$ cat src/rtl/owid_pkg.sv
package owid_pkg;

  typedef enum logic [2:0] {
    ST_IDLE,
    ST_RSTLOW,
    ST_PDLY,
    ST_PLOW,
    ST_CMD,
    ST_ROM
  } owid_state_e;

  localparam logic [7:0] CMD_READ_ROM = 8'h33;

  // microsecond figure to clock cycles
  function automatic int unsigned us2cyc(input int unsigned us, input int unsigned cyc_per_us);
    return us * cyc_per_us;
  endfunction

  function automatic int unsigned max4(input int unsigned a, input int unsigned b,
                                       input int unsigned c, input int unsigned d);
    int unsigned m;
    m = a;
    if (b > m) m = b;
    if (c > m) m = c;
    if (d > m) m = d;
    return m;
  endfunction

endpackage

$ cat src/rtl/owid_sync.sv
module owid_sync #(
  parameter int STAGES = 2
) (
  input  logic clk,
  input  logic rst_n,
  input  logic line_i,
  output logic line_s,
  output logic fall
);
  logic [STAGES-1:0] sr;
  logic              line_q;

  always_ff @(posedge clk or negedge rst_n) begin
    if (!rst_n) begin
      sr     <= '1;
      line_q <= 1'b1;
    end else begin
      sr     <= {sr[STAGES-2:0], line_i};
      line_q <= sr[STAGES-1];
    end
  end

  assign line_s = sr[STAGES-1];
  assign fall   = line_q & ~line_s;
endmodule

$ cat src/rtl/owid_lowtimer.sv
module owid_lowtimer #(
  parameter int RST_CYC = 48000,
  localparam int W = $clog2(RST_CYC + 1)
) (
  input  logic clk,
  input  logic rst_n,
  input  logic line_s,
  output logic long_low,
  output logic rel_evt
);
  logic [W-1:0] lowcnt;

  assign long_low = (lowcnt == W'(RST_CYC));
  assign rel_evt  = long_low & line_s;

  always_ff @(posedge clk or negedge rst_n) begin
    if (!rst_n)        lowcnt <= '0;
    else if (line_s)   lowcnt <= '0;
    else if (!long_low) lowcnt <= lowcnt + W'(1);
  end

  AST_LOWCNT_SAT: assert property (@(posedge clk) disable iff (!rst_n)
    lowcnt <= W'(RST_CYC));
endmodule

$ cat src/rtl/owid_fsm.sv
module owid_fsm
  import owid_pkg::*;
#(
  parameter int PD_CYC   = 1500,
  parameter int PL_CYC   = 12000,
  parameter int SMP_CYC  = 3000,
  parameter int RLOW_CYC = 3000,
  localparam int MAXC = int'(max4(PD_CYC, PL_CYC, SMP_CYC, RLOW_CYC)),
  localparam int CW   = $clog2(MAXC + 1)
) (
  input  logic        clk,
  input  logic        rst_n,
  input  logic        line_s,
  input  logic        fall,
  input  logic        long_low,
  input  logic        rel_evt,
  input  logic [63:0] rom_word,
  output logic        line_oeb,
  output logic        busy
);
  owid_state_e   state;
  logic [CW-1:0] cnt;
  logic [5:0]    bitn;
  logic [7:0]    shreg;
  logic          in_slot;

  logic [CW-1:0] lim;
  logic          slot_end;
  logic [7:0]    cmd_next;
  logic          drv;

  assign lim      = (state == ST_CMD) ? CW'(SMP_CYC - 1) : CW'(RLOW_CYC - 1);
  assign slot_end = in_slot && (cnt == lim);
  assign cmd_next = {line_s, shreg[7:1]};
  assign drv      = (state == ST_PLOW) ||
                    (state == ST_ROM && in_slot && !rom_word[bitn]);
  assign line_oeb = ~drv;
  assign busy     = (state != ST_IDLE);

  always_ff @(posedge clk or negedge rst_n) begin
    if (!rst_n) begin
      state   <= ST_IDLE;
      cnt     <= '0;
      bitn    <= '0;
      shreg   <= '0;
      in_slot <= 1'b0;
    end else if (rel_evt) begin
      state   <= ST_PDLY;
      cnt     <= '0;
      bitn    <= '0;
      in_slot <= 1'b0;
    end else if (long_low) begin
      state   <= ST_RSTLOW;
      cnt     <= '0;
      in_slot <= 1'b0;
    end else begin
      case (state)
        ST_PDLY: begin
          if (cnt == CW'(PD_CYC - 1)) begin
            state <= ST_PLOW;
            cnt   <= '0;
          end else cnt <= cnt + CW'(1);
        end
        ST_PLOW: begin
          if (cnt == CW'(PL_CYC - 1)) begin
            state   <= ST_CMD;
            cnt     <= '0;
            bitn    <= '0;
            in_slot <= 1'b0;
          end else cnt <= cnt + CW'(1);
        end
        ST_CMD: begin
          if (!in_slot) begin
            if (fall) begin
              in_slot <= 1'b1;
              cnt     <= '0;
            end
          end else if (slot_end) begin
            shreg   <= cmd_next;
            in_slot <= 1'b0;
            if (bitn == 6'd7) begin
              bitn  <= '0;
              state <= (cmd_next == CMD_READ_ROM) ? ST_ROM : ST_IDLE;
            end else bitn <= bitn + 6'd1;
          end else cnt <= cnt + CW'(1);
        end
        ST_ROM: begin
          if (!in_slot) begin
            if (fall) begin
              in_slot <= 1'b1;
              cnt     <= '0;
            end
          end else if (slot_end) begin
            in_slot <= 1'b0;
            if (bitn == 6'd63) begin
              bitn  <= '0;
              state <= ST_IDLE;
            end else bitn <= bitn + 6'd1;
          end else cnt <= cnt + CW'(1);
        end
        default: ;
      endcase
    end
  end

  AST_REL_TO_PDLY: assert property (@(posedge clk) disable iff (!rst_n)
    rel_evt |=> state == ST_PDLY);
  AST_PRES_LEN: assert property (@(posedge clk) disable iff (!rst_n)
    state == ST_PLOW |-> cnt < CW'(PL_CYC));
  AST_CMD_BITS: assert property (@(posedge clk) disable iff (!rst_n)
    state == ST_CMD |-> bitn < 6'd8);
  AST_ABORT: assert property (@(posedge clk) disable iff (!rst_n)
    (long_low && !line_s) |=> state == ST_RSTLOW);
  AST_CMD_REJECT: assert property (@(posedge clk) disable iff (!rst_n)
    (state == ST_CMD && slot_end && bitn == 6'd7 && cmd_next != CMD_READ_ROM && !long_low)
      |=> state == ST_IDLE);
  AST_DONE_IDLE: assert property (@(posedge clk) disable iff (!rst_n)
    (state == ST_ROM && slot_end && bitn == 6'd63 && !long_low)
      |=> (state == ST_IDLE && line_oeb));
endmodule

$ cat src/rtl/owid_slave.sv
module owid_slave
  import owid_pkg::*;
#(
  parameter int CLK_PER_US   = 100,
  parameter int RST_MIN_US   = 480,
  parameter int PRES_WAIT_US = 15,
  parameter int PRES_LOW_US  = 120,
  parameter int WR_SAMPLE_US = 30,
  parameter int RD_HOLD_US   = 30,
  parameter int SYNC_STAGES  = 2
) (
  input  logic        clk,
  input  logic        rst_n,
  input  logic        line_i,
  input  logic [63:0] rom_word,
  output logic        line_oeb,
  output logic        busy
);
  localparam int RST_CYC  = int'(us2cyc(RST_MIN_US,   CLK_PER_US));
  localparam int PD_CYC   = int'(us2cyc(PRES_WAIT_US, CLK_PER_US));
  localparam int PL_CYC   = int'(us2cyc(PRES_LOW_US,  CLK_PER_US));
  localparam int SMP_CYC  = int'(us2cyc(WR_SAMPLE_US, CLK_PER_US));
  localparam int RLOW_CYC = int'(us2cyc(RD_HOLD_US,   CLK_PER_US));

  logic line_s, fall, long_low, rel_evt;

  owid_sync #(.STAGES(SYNC_STAGES)) u_sync (
    .clk(clk), .rst_n(rst_n), .line_i(line_i), .line_s(line_s), .fall(fall)
  );

  owid_lowtimer #(.RST_CYC(RST_CYC)) u_lowtimer (
    .clk(clk), .rst_n(rst_n), .line_s(line_s), .long_low(long_low), .rel_evt(rel_evt)
  );

  owid_fsm #(
    .PD_CYC(PD_CYC), .PL_CYC(PL_CYC), .SMP_CYC(SMP_CYC), .RLOW_CYC(RLOW_CYC)
  ) u_fsm (
    .clk(clk), .rst_n(rst_n), .line_s(line_s), .fall(fall),
    .long_low(long_low), .rel_evt(rel_evt), .rom_word(rom_word),
    .line_oeb(line_oeb), .busy(busy)
  );
endmodule

$ cat config.mk
export PLATFORM = sky130hd
export DESIGN_NAME = owid_slave
export DESIGN_NICKNAME = d
export VERILOG_FILES = /design/src/rtl/owid_pkg.sv /design/src/rtl/owid_sync.sv /design/src/rtl/owid_lowtimer.sv /design/src/rtl/owid_fsm.sv /design/src/rtl/owid_slave.sv
export SDC_FILE = /design/constraint.sdc
export NUM_CORES = 1
export LEC_CHECK = 0
export BUFFER_PORTS_ARGS = -buffer_cell sky130_fd_sc_hd__clkbuf_2
export CORE_AREA = 5 5 98 72
export CTS_CLUSTER_SIZE = 28
export DETAILED_ROUTE_END_ITERATION = 12
export DIE_AREA = 0 0 103 77
export PLACE_DENSITY = 0.81
export SYNTH_ARGS = -nofsm -noshare
export SYNTH_HDL_FRONTEND = slang
export SYNTH_SLANG_ARGS = --single-unit
$ cat constraint.sdc
create_clock -name clk -period 3.6 [get_ports clk]
set_input_delay 0.18 -clock clk [delete_from_list [all_inputs] [get_ports clk]]
set_output_delay 0.18 -clock clk [all_outputs]
set_load 0.02 [all_outputs]
Yosys cells after proc, flatten, opt, wreduce, memory -nomap -nowiden
Cells that the tools add are included.

Register bits: 51. Bits of input ports: 67. Output and inout port bits: 2. Logic and storage cells: 103.

Add/subtract/negate cells: 3. Order comparisons: 1. Eq/ne operators: 28. Multiplexer cells: 41. Bitwise gates (word level): 6. Reductions and logical operators: 16.

Operator list (count): 2-to-1 mux 14 bit (7); 2-to-1 mux 6 bit (9); one-hot mux 14 bit (3 select lines) (1); 2-to-1 mux 3 bit (11); 2-to-1 mux 16 bit (2); != test 4 x 3 -> 1 bit (second input constant) (5); one-hot mux 6 bit (3 select lines) (1); adder 16 x 1 -> 16 bit (second input constant) (1); == test 16 bit (second input constant) (1); adder 14 x 1 -> 14 bit (second input constant) (1); == test 14 x 11 -> 1 bit (second input constant) (1); == test 14 x 12 -> 1 bit (second input constant) (1); == test 14 bit (second input constant) (1); != test 3 x 2 -> 1 bit (second input constant) (4); != test 4 bit (second input constant) (3); one-hot mux 3 bit (4 select lines) (1); AND reduction 9 bit (1); == test 8 x 6 -> 1 bit (second input constant) (1); nonzero test 4 bit (2); less-than comparator 6 x 7 -> 1 bit (second input constant) (1); 2-to-1 mux 1 bit (7); AND reduction 7 bit (1); adder 6 x 1 -> 6 bit (second input constant) (1); binary-select mux 1 bit (select 6 bit) (1); 21 further kinds (30).

Depth between registers and ports, before layout
Word-level depth: 8. Mapped depth: 9.

Modules after synthesis
Synthesis repeated with hierarchy kept, for this count alone.

Cell total of the unflattened synthesis: 346. Area, all modules: 3440.8 µm².

By module, submodules not included: owid_fsm (instances 1, cells each 247, area each 2414.8 µm²); owid_lowtimer (instances 1, cells each 95, area each 933.4 µm²); owid_sync (instances 1, cells each 4, area each 92.6 µm²).

Least setup slack after synthesis
Ideal clock, no wire load.

Kind: register to output. Start: register u_fsm.bitn[0]. End: output line_oeb. Arrival: 2.347 ns. Slack: 1.073 ns. Stages on the path, launching flop included: 8. Buffers on the path: 2. Cells stage by stage: dfrtp_1 > buf_2 > buf_2 > mux2i_1 > a22oi_1 > a41oi_1 > and4_1 > nor4_1.

Longest elaborated chain between the ends: 6.

Ends and longest elaborated chain: start, declared (RTL line owid_fsm.sv:23) `logic [5:0] bitn;`; start signal, assigned (RTL line owid_fsm.sv:84) `end else bitn <= bitn + 6'd1;`; start signal, assigned (RTL line owid_fsm.sv:98) `end else bitn <= bitn + 6'd1;`; binary-select mux 1 bit (select 6 bit) (RTL line owid_fsm.sv:36) `(state == ST_ROM && in_slot && !rom_word[bitn]);`; 2-to-1 mux 1 bit (not written as such) (RTL line owid_fsm.sv:36); logical NOT 1 bit (RTL line owid_fsm.sv:36); logical AND 1 bit (RTL line owid_fsm.sv:36); logical OR 1 bit (RTL line owid_fsm.sv:35) `assign drv = (state == ST_PLOW) ||`; NOT 1 bit (RTL line owid_fsm.sv:37) `assign line_oeb = ~drv;`; end, declared (RTL line owid_slave.sv:16) `output logic line_oeb,`.

Every way passes these cells. The select of a mux whose other input is x is not followed.

Worst setup path after layout
Start: register u_fsm.bitn[1]. End: output line_oeb.

Same word-level chain as after synthesis.

==> results.md <==
- Sequential area share after synthesis: 35.98%
- Area of the multi-input gates: 0.002097 sq mm
- Setup TNS Final: 0 ps
- Hold slack: 362.1 ps
- Initial antenna violation count: 0
- Layout cells sized above 1: 27.95%
- Final instance area: 0.003964 sq mm
- Met3 wire len: 680 um
- Syn_nets: 426
- Core Region: 0.006066 sq mm
- Slowest cell delay on critical path: 800 ps
- Hold Startpoint: u_sync.sr[0]$_DFF_PN1_
- Area share of the largest cell type after synthesis: 33.72%
- Post-synth top cells: dfrtp_1 (47), nor2_1 (37), nand2_1 (26), nand3_1 (17)
- Area of placed instances: 0.003857 sq mm
- Worst setup EP type: primary output
- Initial DRC count: 283
- Area contributors post-synth: dfrtp_1 (34%), mux4_2 (8.4%), nor2_1 (4.0%), mux2i_1 (3.2%), nand2_1 (2.8%)
- Setup WS pre-CTS: 975.1 ps
- Die area: 0.007931 sq mm
- GRT Overall Usage: 22.63%
- Outcome: finished, final reports clean
- Pre-antenna DRT Iters: 6
- RR Startpoint: u_lowtimer.lowcnt[0]$_DFFE_PN0P_
- H-tree depth: 2
- Vias in the first global route: 2902
- Required @ worst endpoint: 3420 ps
- Reg2reg end: u_fsm.cnt[4]$_DFFE_PN0P_
- TritonCTS clock tree: built
- RSZ-0062 raised after global routing: no
- Crit path kind: flip-flop to primary output
- Initial Util: 57.51%
- Worst-path clk slew: 90 ps
- Post-Syn Area: 0.003488 sq mm
- Post-CTS setup buffer count: 0
- Routed vias/inst: 6.381
- Fin nets: 487
- Placed insts: 483
- Count leader, synth: dfrtp_1
- Hold Path Depth: 0
- Peak supply drop: 0.2381 mV
- EDFF count, synth: 0
- Final worst-path cycle share: 76.97%
- CP Launch Type: flip-flop
- Cells after Synth: 353
- Fmax: 360.9 MHz
- Critical path buffers and inverters: 1
- Std cell rows: 24
- Compound-cell area share of the yosys netlist: 14.96%
- Leakage: 1.700 nW
- Root Driver: clkbuf_8
- Setup-failing EPs final: 0
- Fin crit period: 2771 ps
- Syn-to-layout area delta: 13.63%
- Delay-heaviest family, CP: simple AND/OR/NAND/NOR gates
- Antenna-violating nets left: 0
- Syn_area_per_cell: 9.882 sq um
- Final Total Pwr: 979.9 uW
- Hold endpoint: u_sync.sr[1]$_DFF_PN1_
- Worst setup margin: 829.2 ps
- GRT overflow: 0
- Port Buffers: 68
- Hold Crit Class: flip-flop to flip-flop
- MaxCap Viol Count: 0
- Synthesized-area fraction occupied by adder cells: 2.152%
- Rel. slew slack: 31.54%
- Synthesis Warnings: 0
- Fin util: 65.35%
- Fraction of registers with async set/reset: 100.0%
- CTS buffer count: 5
- Die width: 103 um
- Cells along the critical path: mux4_2 -> mux2i_1 -> or3_1 -> and4_1 -> nor4_1 -> clkbuf_2
- DR WL/cell: 17.35 um
- Diode count: 0
- Yosys cell types: 65
- Max-slew violations: 0
- Resized cells post-CTS: 0
- Least-Margin Pin Slew: 1014 ps
- Worst-case clock buffer depth: 2
- Die Y: 77 um
- Ys flop type: dfrtp_1
- Fin cells: 493
- Seq cells post-synth: 50
- DRC Markers: 0
- Largest family of logic cells by synthesized area: simple AND/OR/NAND/NOR gates
- Worst R2R Path Depth: 7
- Post-Synth Simple-Gate Area: 25.68%
- Routed vias: 3146
- Mux contribution to synthesized area: 13.81%
- Worst R2R Setup Slack: 910 ps
- FILL cells: 501
- Final WL: 8552 um
- Met2 Routed Length: 3887 um
- Final hold vios: 0
- CP Max Fanout: 18
- Worst Path Arrival: 2590 ps
- Final Skew: 12.48 ps
- PD cells: 247.2 mW/mm^2
- First-pass GRT wire length: 14310 um
- Clock Latency Late Sink: 310 ps
- Io pins: 69
- Gp weighted congestion: 0.9307
- Total clock sinks: 50
- Wl on met1: 3865 um
- Area leader, netlist: dfrtp_1
- Pin count of the biggest net entering global routing: 51
- Post-Synth XOR/XNOR Area: 3.515%
- DR top layer: met4
- Slowest cell on crit path: dfrtp_1
- Flip-flop and latch area: 0.001255 sq mm
- HPWL after DPL: 6595 um
-- cell type report --
type / instances / share of cell area [%]
sequential: 50 / 31.66
tap: 78 / 2.462
inverter: 12 / 1.136
clock inverter: 2 / 0.3472
timing repair buffer: 73 / 9.659
multi-input combinational: 272 / 52.90
clock buffer: 6 / 1.831
-- how the worst max path moves through the flow --
stage	from	end	slack, ps	cells after the start
after floorplan	u_fsm.bitn[0]$_DFFE_PN0P_	line_oeb	1070	7
after global placement	u_lowtimer.lowcnt[0]$_DFFE_PN0P_	u_fsm.cnt[12]$_DFFE_PN0P_	1050	7
after detailed placement	u_lowtimer.lowcnt[0]$_DFFE_PN0P_	u_lowtimer.lowcnt[6]$_DFFE_PN0P_	980	7
after CTS	u_fsm.bitn[1]$_DFFE_PN0P_	line_oeb	830	6
after global routing	u_fsm.bitn[1]$_DFFE_PN0P_	line_oeb	690	6
final	u_fsm.bitn[1]$_DFFE_PN0P_	line_oeb	830	6
-- cells by family after synthesis --
kind of cell | Yosys count
AND/OR/NAND/NOR | 155
AO/OA/AOI/OAI | 66
flip-flops | 50
buffers and inverters | 31
multiplexers | 31
XOR/XNOR | 14
adder cells (fa/ha/maj) | 6
-- worst register-to-register path, cell delays in order (launching register included) --
cell	delay [ps]
dfrtp_1	430
inv_1	110
ha_1	150
or4b_4	490
or4_4	690
o221ai_2	200
nand3_2	200
o31ai_1	310
-- placed cells by master, fill, tap and decap left out, types with 13 or more instances in the layout --
cell type  instances
nand2_1           26
nand3_1           17
clkbuf_2          68
dfrtp_1           47
nor2_1            37
mux4_2            13
-- sequential cells by signal, summed over array words and instances (netlist names) --
signal,count
u_sync.line_q,1
u_fsm.bitn,6
u_fsm.in_slot,1
u_fsm.state,3
u_sync.sr,2
u_fsm.shreg,7
u_lowtimer.lowcnt,16
u_fsm.cnt,14
-- what timing repair did --
item,4_1_cts,5_1_grt
endpoints found under the setup margin,0,0
hold buffers,2,0
hold endpoints to repair,39,0
-- power breakdown --
group	switching (mW)	leakage (nW)	internal (mW)
registers	0.00816	0.686	0.567
logic	0.0321	0.968	0.0463
clock network	0.188	0.0456	0.139
total	0.228	1.70	0.752
-- routing by layer --
layer	vias to the layer above	GRT usage, %
met3	18	3.626
met2	146	33.87
met5	-	0
met1	1505	34.48
li1	1477	-
met4	0	4.916
Power figures use the tool's default switching activity.
